**src/rtl/rader7_pkg.sv**
```systemverilog
package rader7_pkg;
  localparam int N         = 7;
  localparam int NTAP      = N - 1;
  localparam int GEN       = 3;
  localparam int COEF_FRAC = 12;

  typedef enum logic {ST_LOAD, ST_EMIT} phase_e;

  // quantized cos(2*pi*k/7) * 2^12 for k = 1..3
  function automatic int cos_q(input int k);
    case (k)
      1:       return 2554;
      2:       return -911;
      default: return -3690;
    endcase
  endfunction

  // quantized sin(2*pi*k/7) * 2^12 for k = 1..3
  function automatic int sin_q(input int k);
    case (k)
      1:       return 3202;
      2:       return 3993;
      default: return 1777;
    endcase
  endfunction

  function automatic int gen_pow(input int e);
    int r;
    r = 1;
    for (int i = 0; i < e; i++) r = (r * GEN) % N;
    return r;
  endfunction

  // twiddle exponent held by tap j of the shifting ring
  function automatic int tap_exp(input int j);
    return gen_pow((j + NTAP - 1) % NTAP);
  endfunction

  // frequency tag that follows a given tag in the output stream
  function automatic logic [2:0] next_tag(input logic [2:0] t);
    case (t)
      3'd0:    return 3'd5;
      3'd5:    return 3'd4;
      3'd4:    return 3'd6;
      3'd6:    return 3'd2;
      3'd2:    return 3'd3;
      default: return 3'd1;
    endcase
  endfunction
endpackage

```
**src/rtl/rader7_const_mul.sv**
```systemverilog
module rader7_const_mul #(
  parameter int IN_W  = 12,
  parameter int OUT_W = 25,
  parameter int COEF  = 1,
  parameter int NB    = 13
) (
  input  logic signed [IN_W-1:0]  x,
  output logic signed [OUT_W-1:0] y
);
  localparam int MAG = (COEF < 0) ? -COEF : COEF;
  localparam bit NEG = (COEF < 0);

  logic signed [OUT_W-1:0] xe;
  logic signed [OUT_W-1:0] chain [NB+1];

  assign xe       = {{(OUT_W-IN_W){x[IN_W-1]}}, x};
  assign chain[0] = '0;

  for (genvar b = 0; b < NB; b++) begin : g_bit
    if (((MAG >> b) & 1) == 1) begin : g_add
      assign chain[b+1] = chain[b] + (xe <<< b);
    end else begin : g_pass
      assign chain[b+1] = chain[b];
    end
  end

  assign y = NEG ? -chain[NB] : chain[NB];
endmodule

```
**src/rtl/rader7_mcm.sv**
```systemverilog
module rader7_mcm
  import rader7_pkg::*;
#(
  parameter int IN_W = 12,
  parameter int PW   = IN_W + COEF_FRAC + 1
) (
  input  logic signed [IN_W-1:0] x,
  output logic signed [PW-1:0]   pc [3],
  output logic signed [PW-1:0]   ps [3]
);
  for (genvar k = 1; k <= 3; k++) begin : g_const
    rader7_const_mul #(
      .IN_W (IN_W), .OUT_W(PW), .COEF(cos_q(k)), .NB(COEF_FRAC + 1)
    ) u_cos (
      .x(x), .y(pc[k-1])
    );
    rader7_const_mul #(
      .IN_W (IN_W), .OUT_W(PW), .COEF(sin_q(k)), .NB(COEF_FRAC + 1)
    ) u_sin (
      .x(x), .y(ps[k-1])
    );
  end
endmodule

```
**src/rtl/rader7_ring.sv**
```systemverilog
module rader7_ring
  import rader7_pkg::*;
#(
  parameter int PW = 25,
  parameter int AW = PW + 3
) (
  input  logic                 clk,
  input  logic                 rst_n,
  input  logic                 clr,
  input  logic                 step,
  input  logic signed [PW-1:0] pc [3],
  input  logic signed [PW-1:0] ps [3],
  output logic signed [AW-1:0] acc_re [NTAP],
  output logic signed [AW-1:0] acc_im [NTAP]
);
  for (genvar j = 0; j < NTAP; j++) begin : g_tap
    localparam int E    = tap_exp(j);
    localparam int F    = (E <= 3) ? E : N - E;
    localparam bit NEGS = (E <= 3);
    localparam int PRV  = (j + NTAP - 1) % NTAP;

    logic signed [AW-1:0] c_ext, s_ext, t_re, t_im;

    assign c_ext = {{(AW-PW){pc[F-1][PW-1]}}, pc[F-1]};
    assign s_ext = {{(AW-PW){ps[F-1][PW-1]}}, ps[F-1]};
    assign t_re  = c_ext;
    assign t_im  = NEGS ? -s_ext : s_ext;

    always_ff @(posedge clk or negedge rst_n) begin
      if (!rst_n) begin
        acc_re[j] <= '0;
        acc_im[j] <= '0;
      end else if (clr) begin
        acc_re[j] <= '0;
        acc_im[j] <= '0;
      end else if (step) begin
        acc_re[j] <= acc_re[PRV] + t_re;
        acc_im[j] <= acc_im[PRV] + t_im;
      end
    end
  end


  clr_step_excl_chk: assert property (@(posedge clk) disable iff (!rst_n)
    !(clr && step));
endmodule

```
**src/rtl/rader7_dft.sv**
```systemverilog
module rader7_dft
  import rader7_pkg::*;
#(
  parameter  int IN_W  = 12,
  localparam int OUT_W = IN_W + 3
) (
  input  logic                    clk,
  input  logic                    rst_n,
  input  logic                    in_valid,
  output logic                    in_ready,
  input  logic signed [IN_W-1:0]  in_sample,
  output logic                    out_valid,
  input  logic                    out_ready,
  output logic signed [OUT_W-1:0] out_re,
  output logic signed [OUT_W-1:0] out_im,
  output logic [2:0]              out_bin
);
  localparam int PW = IN_W + COEF_FRAC + 1;
  localparam int AW = PW + 3;
  localparam logic signed [AW-1:0] HALF = AW'(1) << (COEF_FRAC - 1);

  phase_e                 phase;
  logic [2:0]             cnt;
  logic signed [IN_W-1:0] x0;
  logic signed [OUT_W-1:0] dc;
  logic                   take, give;

  logic signed [PW-1:0] pc [3];
  logic signed [PW-1:0] ps [3];
  logic signed [AW-1:0] acc_re [NTAP];
  logic signed [AW-1:0] acc_im [NTAP];

  assign in_ready  = (phase == ST_LOAD);
  assign out_valid = (phase == ST_EMIT);
  assign take      = in_valid && in_ready;
  assign give      = out_valid && out_ready;

  rader7_mcm #(.IN_W(IN_W), .PW(PW)) u_mcm (
    .x(in_sample), .pc(pc), .ps(ps)
  );

  rader7_ring #(.PW(PW), .AW(AW)) u_ring (
    .clk(clk), .rst_n(rst_n),
    .clr (take && (cnt == 3'd0)),
    .step(take && (cnt != 3'd0)),
    .pc(pc), .ps(ps), .acc_re(acc_re), .acc_im(acc_im)
  );

  always_ff @(posedge clk or negedge rst_n) begin
    if (!rst_n) begin
      phase <= ST_LOAD;
      cnt   <= '0;
      x0    <= '0;
      dc    <= '0;
    end else if (phase == ST_LOAD) begin
      if (take) begin
        if (cnt == 3'd0) begin
          x0 <= in_sample;
          dc <= {{3{in_sample[IN_W-1]}}, in_sample};
        end else begin
          dc <= dc + {{3{in_sample[IN_W-1]}}, in_sample};
        end
        if (cnt == 3'd6) begin
          phase <= ST_EMIT;
          cnt   <= '0;
        end else begin
          cnt <= cnt + 3'd1;
        end
      end
    end else if (give) begin
      if (cnt == 3'd6) begin
        phase <= ST_LOAD;
        cnt   <= '0;
      end else begin
        cnt <= cnt + 3'd1;
      end
    end
  end

  // output selection: emit slot 1..6 reads ring tap 5..0
  logic [2:0]           slot;
  logic signed [AW-1:0] sel_re, sel_im, x0_sh, v_re, v_im;
  logic                 unused_low;

  assign slot   = (cnt == 3'd0) ? 3'd0 : 3'd6 - cnt;
  assign sel_re = acc_re[slot];
  assign sel_im = acc_im[slot];
  assign x0_sh  = {{(AW-IN_W-COEF_FRAC){x0[IN_W-1]}}, x0, {COEF_FRAC{1'b0}}};
  assign v_re   = sel_re + x0_sh + HALF;
  assign v_im   = sel_im + HALF;
  assign unused_low = ^{v_re[COEF_FRAC-1:0], v_re[AW-1], v_im[COEF_FRAC-1:0], v_im[AW-1]};

  always_comb begin
    if (cnt == 3'd0) begin
      out_re  = dc;
      out_im  = '0;
      out_bin = 3'd0;
    end else begin
      out_re  = v_re[COEF_FRAC +: OUT_W];
      out_im  = v_im[COEF_FRAC +: OUT_W];
      out_bin = 3'(gen_pow(int'(slot)));
    end
  end


  phase_excl_chk: assert property (@(posedge clk) disable iff (!rst_n)
    !(in_ready && out_valid));


  hold_stall_chk: assert property (@(posedge clk) disable iff (!rst_n)
    (out_valid && !out_ready) |=> (out_valid && $stable(out_re) &&
                                   $stable(out_im) && $stable(out_bin)));


  tag_order_chk: assert property (@(posedge clk) disable iff (!rst_n)
    (give && out_bin != 3'd1) |=> (out_valid && out_bin == next_tag($past(out_bin))));


  dc_first_chk: assert property (@(posedge clk) disable iff (!rst_n)
    $rose(out_valid) |-> (out_bin == 3'd0));


  reopen_chk: assert property (@(posedge clk) disable iff (!rst_n)
    (give && out_bin == 3'd1) |=> (in_ready && !out_valid));
endmodule

```
**config.mk**
```make
export PLATFORM = sky130hd
export DESIGN_NAME = rader7_dft
export DESIGN_NICKNAME = d
export VERILOG_FILES = /design/src/rtl/rader7_pkg.sv /design/src/rtl/rader7_const_mul.sv /design/src/rtl/rader7_mcm.sv /design/src/rtl/rader7_ring.sv /design/src/rtl/rader7_dft.sv
export SDC_FILE = /design/constraint.sdc
export NUM_CORES = 2
export LEC_CHECK = 0
export ABC_AREA = 0
export BUFFER_PORTS_ARGS = -buffer_cell sky130_fd_sc_hd__buf_2
export CAP_MARGIN = 10
export CORE_MARGIN = 4
export CORE_UTILIZATION = 40
export CTS_BUF_LIST = sky130_fd_sc_hd__clkbuf_4 sky130_fd_sc_hd__clkbuf_8
export DETAILED_ROUTE_END_ITERATION = 8
export MAX_ROUTING_LAYER = met4
export PLACE_DENSITY = 0.57
export SYNTH_ARGS = -nofsm -noshare
export SYNTH_HDL_FRONTEND = slang
export SYNTH_SLANG_ARGS = --single-unit
```
**constraint.sdc**
```tcl
create_clock -name clk -period 7.8 [get_ports clk]
set_clock_uncertainty 0.2 [all_clocks]
set_input_delay 0.39 -clock clk [delete_from_list [all_inputs] [get_ports clk]]
set_output_delay 0.39 -clock clk [all_outputs]
set_load 0.005 [all_outputs]
```
# == After elaboration in Yosys (flattened, before gate mapping) ==
# Index checks and enable logic that the tools add are counted.
# classes
add_sub_neg,57
n_lt_le_gt_ge,8
n_eq_ne,2
mux,51
bitwise,2
n_reduce_logical,11
# ops
operator,count
$mux W28,24
$add A28 B25 Y28,8
$bmux W28 S3,2
$mux W27,4
$add A28 B28 Y28,3
$add A25 B22 Y25,3
$add A25 B23 Y25,3
$add A18 B18 Y19,3
$neg A25 Y28,2
$add A27 B13 Y27 const B,2
$add A25 B21 Y25,2
$neg A25 Y25,2
$mux W15,3
$add A20 B20 Y21,2
$add A19 B19 Y20,2
$add A17 B17 Y18,2
$mux W3,12
$add A16 B16 Y17,2
$add A28 B24 Y28,1
$neg A24 Y28,1
$add A27 B24 Y27,1
$add A25 B20 Y25,1
$add A23 B23 Y24,1
$add A20 B22 Y23,1
31 further kinds,44
# word_totals
ff_bits,367
in_bits,16
out_inout_bits,35
elab_cells,147

# == Longest topological paths before layout ==
# depth
depth_word,11
ltp_mapped,44
ltp_nobuf,44

# == Hierarchy ==
# A second synthesis with hierarchy kept.
# unflattened
hier_cells,5776
hier_area_um2,48849.4
# modules_own_cells
module,instances,cells_each,area_per_inst_um2,seq_area_each_um2
rader7_ring,1,3280,28242.1,8408.1
rader7_dft,1,677,5118.7,775.7
rader7_const_mul at u_mcm.g_const[3].u_cos,1,387,3271.9,0.0
rader7_const_mul at u_mcm.g_const[2].u_cos,1,366,3065.4,0.0
rader7_const_mul at u_mcm.g_const[1].u_cos,1,328,2733.9,0.0
rader7_const_mul at u_mcm.g_const[2].u_sin,1,311,2730.1,0.0
rader7_const_mul at u_mcm.g_const[3].u_sin,1,275,2374.8,0.0
rader7_const_mul at u_mcm.g_const[1].u_sin,1,152,1312.5,0.0

# == Worst setup path before layout ==
# OpenSTA, ideal clock, no wires.
# synth_timing
kind,input-to-reg
start,input port in_sample[1]
end,register u_ring.acc_re[54] in the netlist's numbering
setup_ns,0.096
arrival_ns,8.399
required_time_ns,7.504
setup_slack_ns,-0.895
path_stages,34
path_buffers,0
path_cell_list,inv_1 fa_1 xnor2_1 inv_1 fa_1 fa_1 inv_1 fa_1 ha_1 fa_1 a21oi_1 nor2_1 nor2_1 o21bai_1 a21oi_1 nor2b_1 o21a_1 o21a_1 o21ai_0 a21oi_1 xor2_1 fa_1 ha_1 or3_1 a211o_1 a31oi_1 nor2b_1 xnor2_1 ha_1 a21oi_1 nor2b_1 a311oi_1 xnor2_1 o31ai_1
# synth_between
elab_chain_cells,10
# synth_rtl
element,line_no,text
from (decl),rader7_dft.sv:11,"input logic signed [IN_W-1:0] in_sample,"
$add A13 B15 Y16,rader7_const_mul.sv:21,assign chain[b+1] = chain[b] + (xe <<< b);
$add A16 B16 Y17,rader7_const_mul.sv:21,
$add A17 B17 Y18,rader7_const_mul.sv:21,
$add A18 B18 Y19,rader7_const_mul.sv:21,
$add A19 B19 Y20,rader7_const_mul.sv:21,
$add A25 B20 Y25,rader7_const_mul.sv:21,
$add A25 B23 Y25 *,rader7_const_mul.sv:21,
$add A28 B25 Y28 *,rader7_ring.sv:37,acc_re[j] <= acc_re[PRV] + t_re;
$mux W28 *,rader7_ring.sv:36,end else if (step) begin
$mux W28 *,rader7_ring.sv:33,end else if (clr) begin
"to (signal, indexed assignment)",rader7_ring.sv:37,
to (decl),rader7_ring.sv:13,"output logic signed [AW-1:0] acc_re [NTAP],"
# Mark *: on every way between the ends. The rest lies on a longest branch, timed or not. The select of a mux whose other input is x is not followed.
# A chain may end at the register's enable or synchronous reset.

# == Worst setup path after layout ==
# layout_timing
start,input port in_sample[2]
end,register u_ring.acc_re[110] in the netlist's numbering
# layout_between
elab_chain_cells,10
# layout_rtl
element,line_no,text
$add A13 B15 Y16,rader7_const_mul.sv:21,
$add A16 B17 Y18,rader7_const_mul.sv:21,
$add A18 B18 Y19,rader7_const_mul.sv:21,
$add A25 B21 Y25,rader7_const_mul.sv:21,
$add A25 B22 Y25,rader7_const_mul.sv:21,
$add A25 B23 Y25 *,rader7_const_mul.sv:21,
$neg A25 Y25 *,rader7_const_mul.sv:27,assign y = NEG ? -chain[NB] : chain[NB];
$add A28 B25 Y28 *,rader7_ring.sv:37,
$mux W28 *,rader7_ring.sv:36,
$mux W28 *,rader7_ring.sv:33,
# Marked as above.

==> reports/qor.txt <==
Sink Count -> 355
largest family of logic cells by synthesized area -> adder cells
synthesis-stage register bit count -> 355
DR iter-0 viols -> 2701
DRT met1 WL -> 68.3 mm
Util after Layout -> 50.3%
first-pass GRT wire length -> 231 mm
number of synthesized flops with an enable pin -> 0
Slew HR -> 25.3%
Synth Area in Compound Gates -> 22.7%
Max-cap violations -> 0
setup tns final -> 0 ns
H-tree levels -> 3
Main synth FF type -> dfrtp_1
share of cells above drive strength 1 -> 20.4%
CTS tree -> yes
total congestion overflow -> 0
mux cell area share after synthesis -> 1.15%
router iterations before antenna repair -> 5
fin area -> 53200 µm²
CP peak stage delay -> 0.57 ns
Site Rows -> 119
Yosys top cell by area -> dfrtp_1
hold_sp -> in_sample[1]
Yosys cell types -> 97
reg2reg start -> cnt[2]
CP most frequent cell -> buf_4
Synth Area in Simple Gates -> 14.0%
I/O Pins -> 51
buffers from clock root to sink, at most -> 3
Routability Congestion -> 0.935
CTS Root Cell -> clkbuf_8
CP max FO -> 5
Setup crit end kind -> register
critical path buffer and inverter count -> 13
Max Clk Rate -> 131 MHz
clk_lat worst skew -> 0.73 ns
Syn. warnings -> 0
Core Region -> 106000 µm²
Die H -> 336 µm
Post-DRT Antenna Nets -> 0
Post-Synth XOR/XNOR Area -> 9.17%
highest routed layer -> met4
Startpoint Class -> primary input
clk slew on worst S/H paths -> 0.06 ns
critical path's slowest cell -> fa_1
crit-path leading delay family -> adder cells
# setup viols final -> 0
register area share after synthesis -> 20.7%
Final Hold Viols -> 0
Final Max Tran Viols -> 0
DP Wirelength -> 117 mm
initial antenna violation count -> 7
DR WL/cell -> 20.4 µm
GRT Total Usage -> 27.2%
FF+latch area -> 8890 µm²
largest net degree at the start of global routing -> 171
Port-buffer cells -> 50
Num CTS Buffers -> 77
number of global-route vias before repair -> 40500
Area after DPL -> 50500 µm²
commonest non-fill, non-tap cell in the layout -> buf_4
Post-Route WL -> 150 mm
Die Span X -> 336 µm
crit path launch -> in_sample[2]
Hold WC Path Type -> primary input to register
Worst-Margin Slew -> 1.12 ns
critical path class -> primary input to register
Required @ worst endpoint -> 8.21 ns
Cells after Synth -> 5132
Tcrit/Tclk final -> 98.2%
status -> complete, no violations
Tmin final -> 7.66 ns
Vias -> 40300
post-synth top area share -> 20.7%
syn nets -> 5955
Post-Synth Adder-Cell Area -> 26.7%
multi-input logic area -> 32700 µm²
wire length on met3 -> 7.71 mm
Syn-to-layout area delta -> 24.0%
Post-synth ARST share -> 100%
Post-route DRC -> 0
syn_area_per_cell -> 8.36 µm²
RSZ-0062 raised after global routing -> true
initial cell density of the core -> 40.5%
Nets -> 6729
die area -> 113000 µm²
most frequent cells in the layout -> 779 x buf_4, 592 x ha_1, 524 x nand2_1
DR WL met2 -> 69.2 mm
routed vias/inst -> 5.47
mapped cell area -> 42900 µm²
Layout fillers -> 10200
WP data arrival -> 8.06 ns
top cells by area, synth -> dfrtp_1 21%, ha_1 18%, fa_1 8.6%
==> tightest hold or removal path: stages <==
cell and delay, ns:
buf_8 0.08, buf_4 0.26, o211ai_1 0.13, o21ai_0 0.07
==> kinds of logic after synthesis <==
group	after synthesis
flops	355
fa+ha+maj	807
xor+xnor	446
simple gates	1311
buf+inv	628
mux	45
compound gates	1540
==> cells in the mapped netlist, types with 37 or more instances <==
| library cell | instances |
|---|---|
| ha_1 | 623 |
| nand2_1 | 529 |
| inv_1 | 482 |
| o21ai_0 | 460 |
| dfrtp_1 | 355 |
| a21oi_1 | 350 |
| nor2_1 | 287 |
| xnor2_1 | 261 |
| fa_1 | 184 |
| xor2_1 | 183 |
| a21o_1 | 176 |
| clkbuf_1 | 113 |
| nand3_1 | 94 |
| nor3_1 | 85 |
| nand2b_1 | 74 |
| nor2b_1 | 73 |
| o31ai_1 | 62 |
| o21bai_1 | 59 |
| o21a_1 | 52 |
| o21ai_1 | 48 |
| a31oi_1 | 39 |
| and3_1 | 39 |
| mux2i_1 | 37 |
==> per-layer routing <==
layer / GRT usage, % / up-vias
met2: 44.3 / 1009
met1: 36.0 / 19400
li1: - / 19600
met3: 3.06 / 242
met4: 7.35 / 0
met5: - / -
==> path summary, 6_finish.rpt <==
check / slack (ns) / cells after the start / end
max in group asynchronous: 5.79 / 3 / x0[7]
worst max register to register: 3.60 / 6 / u_ring.acc_im[21]
worst min-delay path: 0.07 / 4 / dc[1]
min in group asynchronous: 0.11 / 2 / u_ring.acc_im[86]
worst min register to register: 0.26 / 2 / u_ring.acc_im[140]
worst max-delay path: 0.14 / 44 / u_ring.acc_re[110]
==> registers in the layout, indices dropped and copies added, names as in the netlist <==
name           cells
u_ring.acc_im    162
out_valid          1
u_ring.acc_re    162
x0                12
dc                15
cnt                3
==> area by class of cell <==
type	instances	area share, %
clock inverters	8	0.221
well taps	1391	3.27
multi-input cells	4149	61.4
clock buffers	126	3.02
inverters	484	3.43
flip-flops and latches	355	16.7
diodes	3	0.0141
repair buffers	839	11.9
==> metrics by stage <==
stage | hold slack, ns | setup WS [ns] | std cells
finish | 0.0658 | 0.141 | 7355
global route | 0.0677 | -0.191 | 7355
CTS | 0.0648 | -0.0108 | 7327
detailed placement | 0.255 | -0.870 | 7191
global placement | 0.252 | -0.813 | 7191
floorplan | -0.106 | -0.476 | 5132
==> timing repair <==
item	CTS	global route
endpoints found under the hold margin	87	0
endpoints found under the setup margin	10	52
gates resized for setup	7	149
pin swaps	1	109
buffers inserted	0	25
hold buffers	2	0
Power is left out: the tool's default activity adds up to more than one toggle a clock period on the data nets, which glitch-free logic cannot reach.
